==> config.mk <==
export PLATFORM = sky130hd
export DESIGN_NAME = sdi_deframer
export DESIGN_NICKNAME = d
export VERILOG_FILES = /design/src/rtl/sdi_pkg.sv /design/src/rtl/sdi_descrambler.sv /design/src/rtl/sdi_trs_search.sv /design/src/rtl/sdi_align_fsm.sv /design/src/rtl/sdi_deframer.sv
export SDC_FILE = /design/constraint.sdc
export NUM_CORES = 1
export LEC_CHECK = 0
export BUFFER_PORTS_ARGS = -buffer_cell sky130_fd_sc_hd__buf_4
export CORE_MARGIN = 1.5
export CORE_UTILIZATION = 65
export CTS_BUF_LIST = sky130_fd_sc_hd__clkbuf_8
export CTS_CLUSTER_DIAMETER = 30
export DETAILED_ROUTE_END_ITERATION = 8
export GPL_ROUTABILITY_DRIVEN = 0
export PLACE_DENSITY = 0.82
export SYNTH_ARGS = -nofsm -noshare
export SYNTH_HDL_FRONTEND = slang
export SYNTH_SLANG_ARGS = --single-unit
==> constraint.sdc <==
create_clock -name clk -period 10.8 [get_ports clk]
set_input_delay 0.54 -clock clk [delete_from_list [all_inputs] [get_ports clk]]
set_output_delay 0.54 -clock clk [all_outputs]
set_load 0.02 [all_outputs]
==> src/rtl/sdi_pkg.sv <==
package sdi_pkg;

    // Scrambler polynomial x^9 + x^4 + 1: tap distances in bit times
    localparam int SCR_TAP_NEAR = 4;
    localparam int SCR_TAP_FAR  = 9;

    typedef enum logic [1:0] {
        ST_HUNT  = 2'd0,
        ST_TRIAL = 2'd1,
        ST_LOCK  = 2'd2,
        ST_CHECK = 2'd3
    } align_st_t;

endpackage

==> src/rtl/sdi_descrambler.sv <==
module sdi_descrambler
    import sdi_pkg::*;
#(
    parameter int W = 20
) (
    input  logic         clk,
    input  logic         rst,
    input  logic         bypass,
    input  logic [W-1:0] din,
    output logic [W-1:0] dout
);
    localparam int HIST = SCR_TAP_FAR;

    logic            prev_q;
    logic [HIST-1:0] hist_q;
    logic [W-1:0]    nrz;
    logic [W-1:0]    dsc;
    logic [W+HIST-1:0] ext;

    always_comb begin
        nrz[0] = din[0] ^ prev_q;
        for (int i = 1; i < W; i++) begin
            nrz[i] = din[i] ^ din[i-1];
        end
        ext = {nrz, hist_q};
        for (int i = 0; i < W; i++) begin
            dsc[i] = ext[i+HIST] ^ ext[i+HIST-SCR_TAP_NEAR] ^ ext[i+HIST-SCR_TAP_FAR];
        end
        dout = bypass ? din : dsc;
    end

    always_ff @(posedge clk) begin
        if (rst) begin
            prev_q <= 1'b0;
            hist_q <= '0;
        end else begin
            prev_q <= din[W-1];
            hist_q <= nrz[W-1 -: HIST];
        end
    end

endmodule

==> src/rtl/sdi_trs_search.sv <==
module sdi_trs_search #(
    parameter  int W  = 20,
    localparam int OW = $clog2(W)
) (
    input  logic [4*W-2:0] win,
    output logic           hit,
    output logic [OW-1:0]  pos
);
    logic [W-1:0] hits;

    for (genvar k = 0; k < W; k++) begin : g_off
        assign hits[k] = (&win[k +: W]) & ~(|win[k+W +: 2*W]);
    end

    always_comb begin
        pos = '0;
        for (int k = W - 1; k >= 0; k--) begin
            if (hits[k]) pos = OW'(k);
        end
        hit = |hits;
    end


    always_comb begin
        hits_unique_chk: assert ($onehot0(hits));
    end

endmodule

==> src/rtl/sdi_align_fsm.sv <==
module sdi_align_fsm
    import sdi_pkg::*;
#(
    parameter  int W  = 20,
    localparam int OW = $clog2(W)
) (
    input  logic          clk,
    input  logic          rst,
    input  logic          noise_immune,
    input  logic          bypass,
    input  logic          hit,
    input  logic [OW-1:0] pos,
    output logic [OW-1:0] sel_off,
    output logic          valid_n,
    output logic          trs_n
);
    align_st_t     st_q, st_n;
    logic [OW-1:0] off_q, off_n;
    logic [OW-1:0] cand_q, cand_n;
    logic          locked_q;

    assign locked_q = (st_q == ST_LOCK) || (st_q == ST_CHECK);

    // state register
    always_ff @(posedge clk) begin
        if (rst) begin
            st_q   <= ST_HUNT;
            off_q  <= '0;
            cand_q <= '0;
        end else begin
            st_q   <= st_n;
            off_q  <= off_n;
            cand_q <= cand_n;
        end
    end

    // next state
    always_comb begin
        st_n   = st_q;
        off_n  = off_q;
        cand_n = cand_q;
        if (bypass) begin
            st_n  = ST_HUNT;
            off_n = '0;
        end else if (hit) begin
            unique case (st_q)
                ST_HUNT: begin
                    if (noise_immune) begin
                        st_n   = ST_TRIAL;
                        cand_n = pos;
                    end else begin
                        st_n  = ST_LOCK;
                        off_n = pos;
                    end
                end
                ST_TRIAL: begin
                    if (!noise_immune || pos == cand_q) begin
                        st_n  = ST_LOCK;
                        off_n = pos;
                    end else begin
                        cand_n = pos;
                    end
                end
                ST_LOCK: begin
                    if (pos != off_q) begin
                        if (noise_immune) begin
                            st_n   = ST_CHECK;
                            cand_n = pos;
                        end else begin
                            off_n = pos;
                        end
                    end
                end
                ST_CHECK: begin
                    if (pos == off_q) begin
                        st_n = ST_LOCK;
                    end else if (!noise_immune || pos == cand_q) begin
                        st_n  = ST_LOCK;
                        off_n = pos;
                    end else begin
                        cand_n = pos;
                    end
                end
                default: st_n = ST_HUNT;
            endcase
        end
    end

    // outputs
    always_comb begin
        sel_off = off_n;
        valid_n = bypass || (st_n == ST_LOCK) || (st_n == ST_CHECK);
        trs_n   = hit && (pos == off_n) && valid_n;
    end


    nolock_nohit_chk: assert property (@(posedge clk) disable iff (rst)
        !locked_q && !hit |=> !locked_q);


    realign_chk: assert property (@(posedge clk) disable iff (rst)
        !noise_immune && !bypass && hit |=> off_q == $past(pos));


    ni_hold_chk: assert property (@(posedge clk) disable iff (rst)
        noise_immune && !bypass && st_q == ST_LOCK && hit |=> $stable(off_q));


    byp_zero_chk: assert property (@(posedge clk) disable iff (rst)
        bypass |=> off_q == '0);

endmodule

==> src/rtl/sdi_deframer.sv <==
module sdi_deframer #(
    parameter  int CH_W = 10,
    localparam int W    = 2 * CH_W,
    localparam int OW   = $clog2(W)
) (
    input  logic         clk,
    input  logic         rst,
    input  logic [W-1:0] din,
    input  logic         bypass_descr,
    input  logic         bypass_frame,
    input  logic         noise_immune,
    output logic [W-1:0] dout,
    output logic         dout_valid,
    output logic         dout_trs
);
    logic [W-1:0]   dsc;
    logic [4*W-1:0] win_q;
    logic           hit;
    logic [OW-1:0]  pos;
    logic [OW-1:0]  sel_off;
    logic           valid_n;
    logic           trs_n;

    sdi_descrambler #(.W(W)) u_dsc (
        .clk    (clk),
        .rst    (rst),
        .bypass (bypass_descr),
        .din    (din),
        .dout   (dsc)
    );

    sdi_trs_search #(.W(W)) u_srch (
        .win (win_q[4*W-2:0]),
        .hit (hit),
        .pos (pos)
    );

    sdi_align_fsm #(.W(W)) u_fsm (
        .clk          (clk),
        .rst          (rst),
        .noise_immune (noise_immune),
        .bypass       (bypass_frame),
        .hit          (hit),
        .pos          (pos),
        .sel_off      (sel_off),
        .valid_n      (valid_n),
        .trs_n        (trs_n)
    );

    // window: newest word at the top, earliest bit at index 0
    always_ff @(posedge clk) begin
        if (rst) begin
            win_q      <= '0;
            dout       <= '0;
            dout_valid <= 1'b0;
            dout_trs   <= 1'b0;
        end else begin
            win_q      <= {dsc, win_q[4*W-1:W]};
            dout       <= win_q[sel_off +: W];
            dout_valid <= valid_n;
            dout_trs   <= trs_n;
        end
    end


    trs_ones_chk: assert property (@(posedge clk) disable iff (rst)
        dout_trs |-> &dout);


    byp_valid_chk: assert property (@(posedge clk) disable iff (rst)
        bypass_frame |=> dout_valid);

endmodule

Yosys cells after proc, flatten, opt, wreduce, memory -nomap -nowiden --
Index checks and enable logic that the tools add are counted.
Word-level totals: register bits 124, input bits 25, output and inout port bits 22, word-level logic and storage cells 212
Cells by class: equality and inequality tests 11, shift-type cells 1, muxes and demuxes 41, bitwise logic cells 101, reduce and logical (&&, ||, !) cells 49
Operators with widths (number):
- 40-bit OR reduction | 20
- 20-bit AND reduction | 20
- 5-bit 2-to-1 mux | 30
- 80-bit by 6-bit variable part select with 20-bit output | 1
- 1-bit XOR | 60
- 5-bit case mux with 4 select lines | 2
- 1-bit NOT | 21
- 1-bit AND | 20
- 20-bit 2-to-1 mux | 1
- 20-bit OR reduction | 1
- 5-bit == test | 3
- 2-bit 2-to-1 mux | 7
- 2-bit == test, second input constant | 4
- 2-bit case mux with 4 select lines | 1
- 5-bit inequality test | 1
- 2-bit inequality test, second input constant | 2
- 4-bit AND reduction | 1
- 1-bit logical OR | 3
- 2-bit by 1-bit == test with 1-bit output, second input constant | 1
- 1-bit logical AND | 2
- 2-bit logical NOT | 1
- 1-bit logical NOT | 1

Longest topological paths before layout --
word-level depth 34, mapped depth 21, gate-level depth less buffers 14

Hierarchy --
Synthesis repeated with hierarchy kept, for this count alone.
Unflattened totals: cell total of the unflattened synthesis 856, area total of the unflattened synthesis 8579.5 µm²
Modules (own cells, without submodules):
- sdi_deframer | instances 1, cells each 458, area an instance 5440.2 µm², sequential area each 2042.0 µm²
- sdi_descrambler | instances 1, cells each 121, area an instance 1122.3 µm², sequential area each 200.2 µm²
- sdi_align_fsm | instances 1, cells each 133, area an instance 1064.8 µm², sequential area each 240.2 µm²
- sdi_trs_search | instances 1, cells each 144, area an instance 952.2 µm², sequential area each 0.0 µm²

Worst setup path after synthesis --
No wires, ideal clock.
kind flip-flop to flip-flop, start point register win_q[54], end point register dout[1], setup time 0.134 ns, arrival time 4.451 ns, required time 10.666 ns, path slack 6.216 ns, cell stages (with the launch flop) 19, buffers on the path 4, clock period less this slack 4.584 ns, cell sequence dfxtp_1 or4_1 or4_1 nor4_1 a32oi_1 xnor2_1 nor3_1 a21oi_1 or4_4 a221oi_4 or3_1 buf_6 buf_2 buf_2 buf_2 mux2i_1 mux2i_1 a22oi_1 o211ai_1
Between the ends: longest elaborated chain between the ends 31, elaborated cells on any way between the ends 93, classes of those cells eq/ne (3); shift (1); mux (27); bitwise (40); reduce/logical (22)
RTL lines:
- start: declaration | RTL line sdi_deframer.sv:17 | logic [4*W-1:0] win_q;
- start signal: assignment | RTL line sdi_deframer.sv:58 | win_q <= {dsc, win_q[4*W-1:W]};
- 40-bit OR reduction | RTL line sdi_trs_search.sv:12 | assign hits[k] = (&win[k +: W]) & ~(|win[k+W +: 2*W]);
- 1-bit NOT | RTL line sdi_trs_search.sv:12
- 1-bit AND | RTL line sdi_trs_search.sv:12
- 5-bit 2-to-1 mux (20 in series) | RTL line sdi_trs_search.sv:18 | if (hits[k]) pos = OW'(k);
- 5-bit == test | RTL line sdi_align_fsm.sv:57, sdi_align_fsm.sv:77
- 1-bit logical OR | RTL line sdi_align_fsm.sv:57, sdi_align_fsm.sv:77
- 5-bit 2-to-1 mux | RTL line sdi_align_fsm.sv:57, sdi_align_fsm.sv:77
- 5-bit 2-to-1 mux | RTL line sdi_align_fsm.sv:75 | if (pos == off_q) begin
- 5-bit case mux with 4 select lines | RTL line sdi_align_fsm.sv:46 | unique case (st_q)
- 5-bit 2-to-1 mux | RTL line sdi_align_fsm.sv:45 | end else if (hit) begin
- 5-bit 2-to-1 mux | RTL line sdi_align_fsm.sv:42 | if (bypass) begin
- 80-bit by 6-bit variable part select with 20-bit output * | RTL line sdi_deframer.sv:59 | dout <= win_q[sel_off +: W];
- end signal: assignment | RTL line sdi_deframer.sv:59
- end: declaration | RTL line sdi_deframer.sv:12 | output logic [W-1:0] dout,
Every way passes the cells marked *; elsewhere a longest branch is shown, timed or not. A chain may end at the register's enable or synchronous reset.

Final worst setup path --
start point register win_q[61], end point register dout[19]
The elaborated chain is that of the path after synthesis.

==> metrics.txt <==
status finished, final reports clean; Area Growth Syn to Fin 7.65%; DIE AREA roughly 0.015 mm^2; I/O pins 47; drt pass-1 iters 6; Slew HR 17.4%; FF-to-FF Start win_q[61]$_SDFF_PP0_; internal power 738 uW; Hold Path Depth 2; RSZ-0062 raised after global routing false; critical path launch point type flip-flop; CP max FO 81; FF+latch count, synth 124; PortBufs 46; dpl hpwl 22.7 mm; Multi-input gate area roughly 0.0063 mm^2; total track usage roughly 42%; total wire length 31.2 mm; sequential area share after synthesis between 20% and 30%; Fmax 0.146 GHz; count of final setup violators 0; Synth cell types 84; sequential cell area roughly 0.0025 mm^2; fraction of layout cells with a size suffix above 1 11.3%; Routed wire per std cell approximately 23 um; Max Cap Violations 0; final slew viol count 0; flop-to-flop setup slack 3.95 ns; clk root buf clkbuf_8; Net Count, Synth 1186; Starting Density between 60% and 70%; FF-to-FF End dout[19]$_SDFF_PP0_; initial antenna violation count 0; Remaining Overflow, GRT 0; VDD IR max 0.0958 mV; Tcrit/Tclk final between 60% and 70%; hold_ws 0.263 ns; Mean Syn Cell Area 7.98 um^2; CP required 11.15 ns; Logic pwr share 14.2%; met3 WL 3.78 mm; largest net degree at the start of global routing 93; height of the die 122 um; worst setup path class flip-flop to flip-flop; cts repair resizes 0; Async S/R FF share, synth 0%; Mapped Cells between 1k and 1.5k; H-tree Lvls 4; first-pass GRT wire length 48.0 mm; Switch Pwr 350 uW; Warnings, synthesis 0; Setup Buffers After CTS 0; clock share of power 39.0%; final hold vios 0; # DRC 0; PD cells 109 mW/mm^2; CTS Sinks between 100 and 150; mapped cell area roughly 0.009 mm^2; DR top layer met4; Hold Crit Start bypass_frame; vias in the first global route 9025; Post-synth EDFFs 0; Min-Delay Path Class input port to flip-flop; Setup Skew 0.0118 ns; sequential share of power 46.8%; Leak about 0.0032 uW; Max clock buf depth 2; vias ~9.9k; Worst-path clk slew 0.09 ns; met2 WL 13.6 mm; clk_lat worst skew ~0.48 ns; CP Capture Type flip-flop; CTS Hold Bufs 0; DRT iter0 DRCs 1626; CP Data Arrival Time 7.20 ns; TritonCTS clock tree done; core area between 0.01 and 0.015 mm^2; DRT met1 WL between 10 and 15 mm; Switching Share 32.2%; Synth Flop Type dfxtp_1; DR vias/cell 7.40; Detail Route Antenna Nets 0; CTS buffer count 17; Worst Reg-to-Reg Cells 16; die width around 120 um; worst slew pin tran 1.22 ns; # rows 43; endpoint of the worst hold path u_fsm.st_q[0]$_SDFF_PP0_; setup TNS 0 ns; crit path time final 6.85 ns; nets@finish 1170; Filler Cells Inserted 1170
power groups by stage:
stage | registers (uW) | clock network, uW | logic, uW
floorplan | 504 | 0 | 117
global placement | 517 | 0 | 147
global route | 510 | 445 | 167
finish | 510 | 424 | 154
CTS | 507 | 423 | 151
detailed placement | 518 | 0 | 150
cells by family (layout without fill, tap and decap cells):
logic type | Yosys count | after routing | synth area share [%]
compound gates | 303 | 303 | 22.5
xor+xnor | 77 | 77 | 7.28
buf+inv | 119 | 116 | 5.39
flops | 124 | 124 | 26.8
mux | 41 | 41 | 5.47
other cells | 0 | 1 | 0
simple gates | 497 | 497 | 32.6
worst max-delay path by stage:
stage                               from                  end  slack (ns)  cells after the start
floorplan           win_q[54]$_SDFF_PP0_   dout[1]$_SDFF_PP0_        6.22                     18
finish              win_q[61]$_SDFF_PP0_  dout[19]$_SDFF_PP0_        3.95                     16
detailed placement  win_q[61]$_SDFF_PP0_  dout[19]$_SDFF_PP0_        4.34                     16
global route        win_q[61]$_SDFF_PP0_  dout[19]$_SDFF_PP0_        3.65                     16
global placement    win_q[61]$_SDFF_PP0_  dout[19]$_SDFF_PP0_        4.42                     16
CTS                 win_q[61]$_SDFF_PP0_  dout[19]$_SDFF_PP0_        4.28                     16
critical path, stage by stage, from the launching register on:
cell and delay (ns):
dfxtp_1 0.40, nor3_1 0.54, nand4_1 0.58, or3_1 0.61, o32ai_1 0.26, a21oi_1 0.17
mux2i_1 0.20, a21oi_1 0.17, or4_4 0.56, a221oi_4 0.25, buf_4 0.39, or3_2 0.19
buf_4 0.67, mux2i_1 0.88, a2111oi_0 0.24, nor4_1 0.41, o221ai_1 0.16
cell usage after synthesis (all sizes together), types with 18 or more instances:
| master | number | share of area, % |
|---|---|---|
| nor4 | 52 | 3.7 |
| nand2 | 47 | 1.9 |
| clkbuf | 58 | 2.4 |
| nor2b | 52 | 3.5 |
| nand3 | 18 | 0.97 |
| nor3 | 73 | 4.0 |
| xor2 | 19 | 1.8 |
| a211oi | 81 | 6.7 |
| nor2 | 60 | 2.4 |
| a21oi | 55 | 3.0 |
| dfxtp | 124 | 27 |
| nand4 | 23 | 1.6 |
| xnor2 | 58 | 5.5 |
| o21ai | 67 | 3.7 |
| mux2i | 27 | 2.9 |
| nor4b | 26 | 2.5 |
| inv | 24 | 0.97 |
| or3 | 42 | 2.8 |
| buf | 36 | 2.0 |
stage by stage:
step           std cells  worst slack [ns]  area [um^2]  utilization [%]  power (uW)
2_1_floorplan       1161              6.22         9260                -         621
3_3_place_gp        1306              4.42         9560             68.9         664
3_5_place_dp        1306              4.34         9560             68.9         668
4_1_cts             1338              4.28         9970             71.8        1080
5_1_grt             1338              3.65         9970             71.8        1120
6_report            1339              3.95         9970             71.8        1090
state kept, by name, indices dropped and copies added (netlist names):
register      count
u_fsm.cand_q      5
win_q            80
dout_trs          1
u_dsc.hist_q      9
dout_valid        1
u_fsm.st_q        2
u_dsc.prev_q      1
dout             20
u_fsm.off_q       5
layout by cell type (no fill, tap or decap), types with 50 or more instances in the layout:
cell	n
nor2_1	60
a211oi_1	79
nor2b_1	52
o21ai_0	64
buf_4	59
nor3_1	72
dfxtp_1	124
xnor2_1	58
nor4_1	50
a21oi_1	55
routing by layer:
| layer | up-vias | GRT usage [%] |
|---|---|---|
| met3 | 220 | 12.1 |
| met4 | 0 | 28.4 |
| met1 | 4489 | 51.0 |
| met5 | - | 0 |
| li1 | 4428 | - |
| met2 | 775 | 64.9 |
area by class of cell:
| cell class | count | share of cell area [%] |
|---|---|---|
| clock buffers | 17 | 2.35 |
| diodes | 1 | 0.0251 |
| repair buffers | 59 | 4.44 |
| flip-flops and latches | 124 | 24.9 |
| multi-input cells | 918 | 63.4 |
| inverters | 25 | 0.941 |
| clock inverters | 15 | 1.72 |
| well taps | 180 | 2.26 |
No activity file was read; power rests on OpenSTA's default activity.
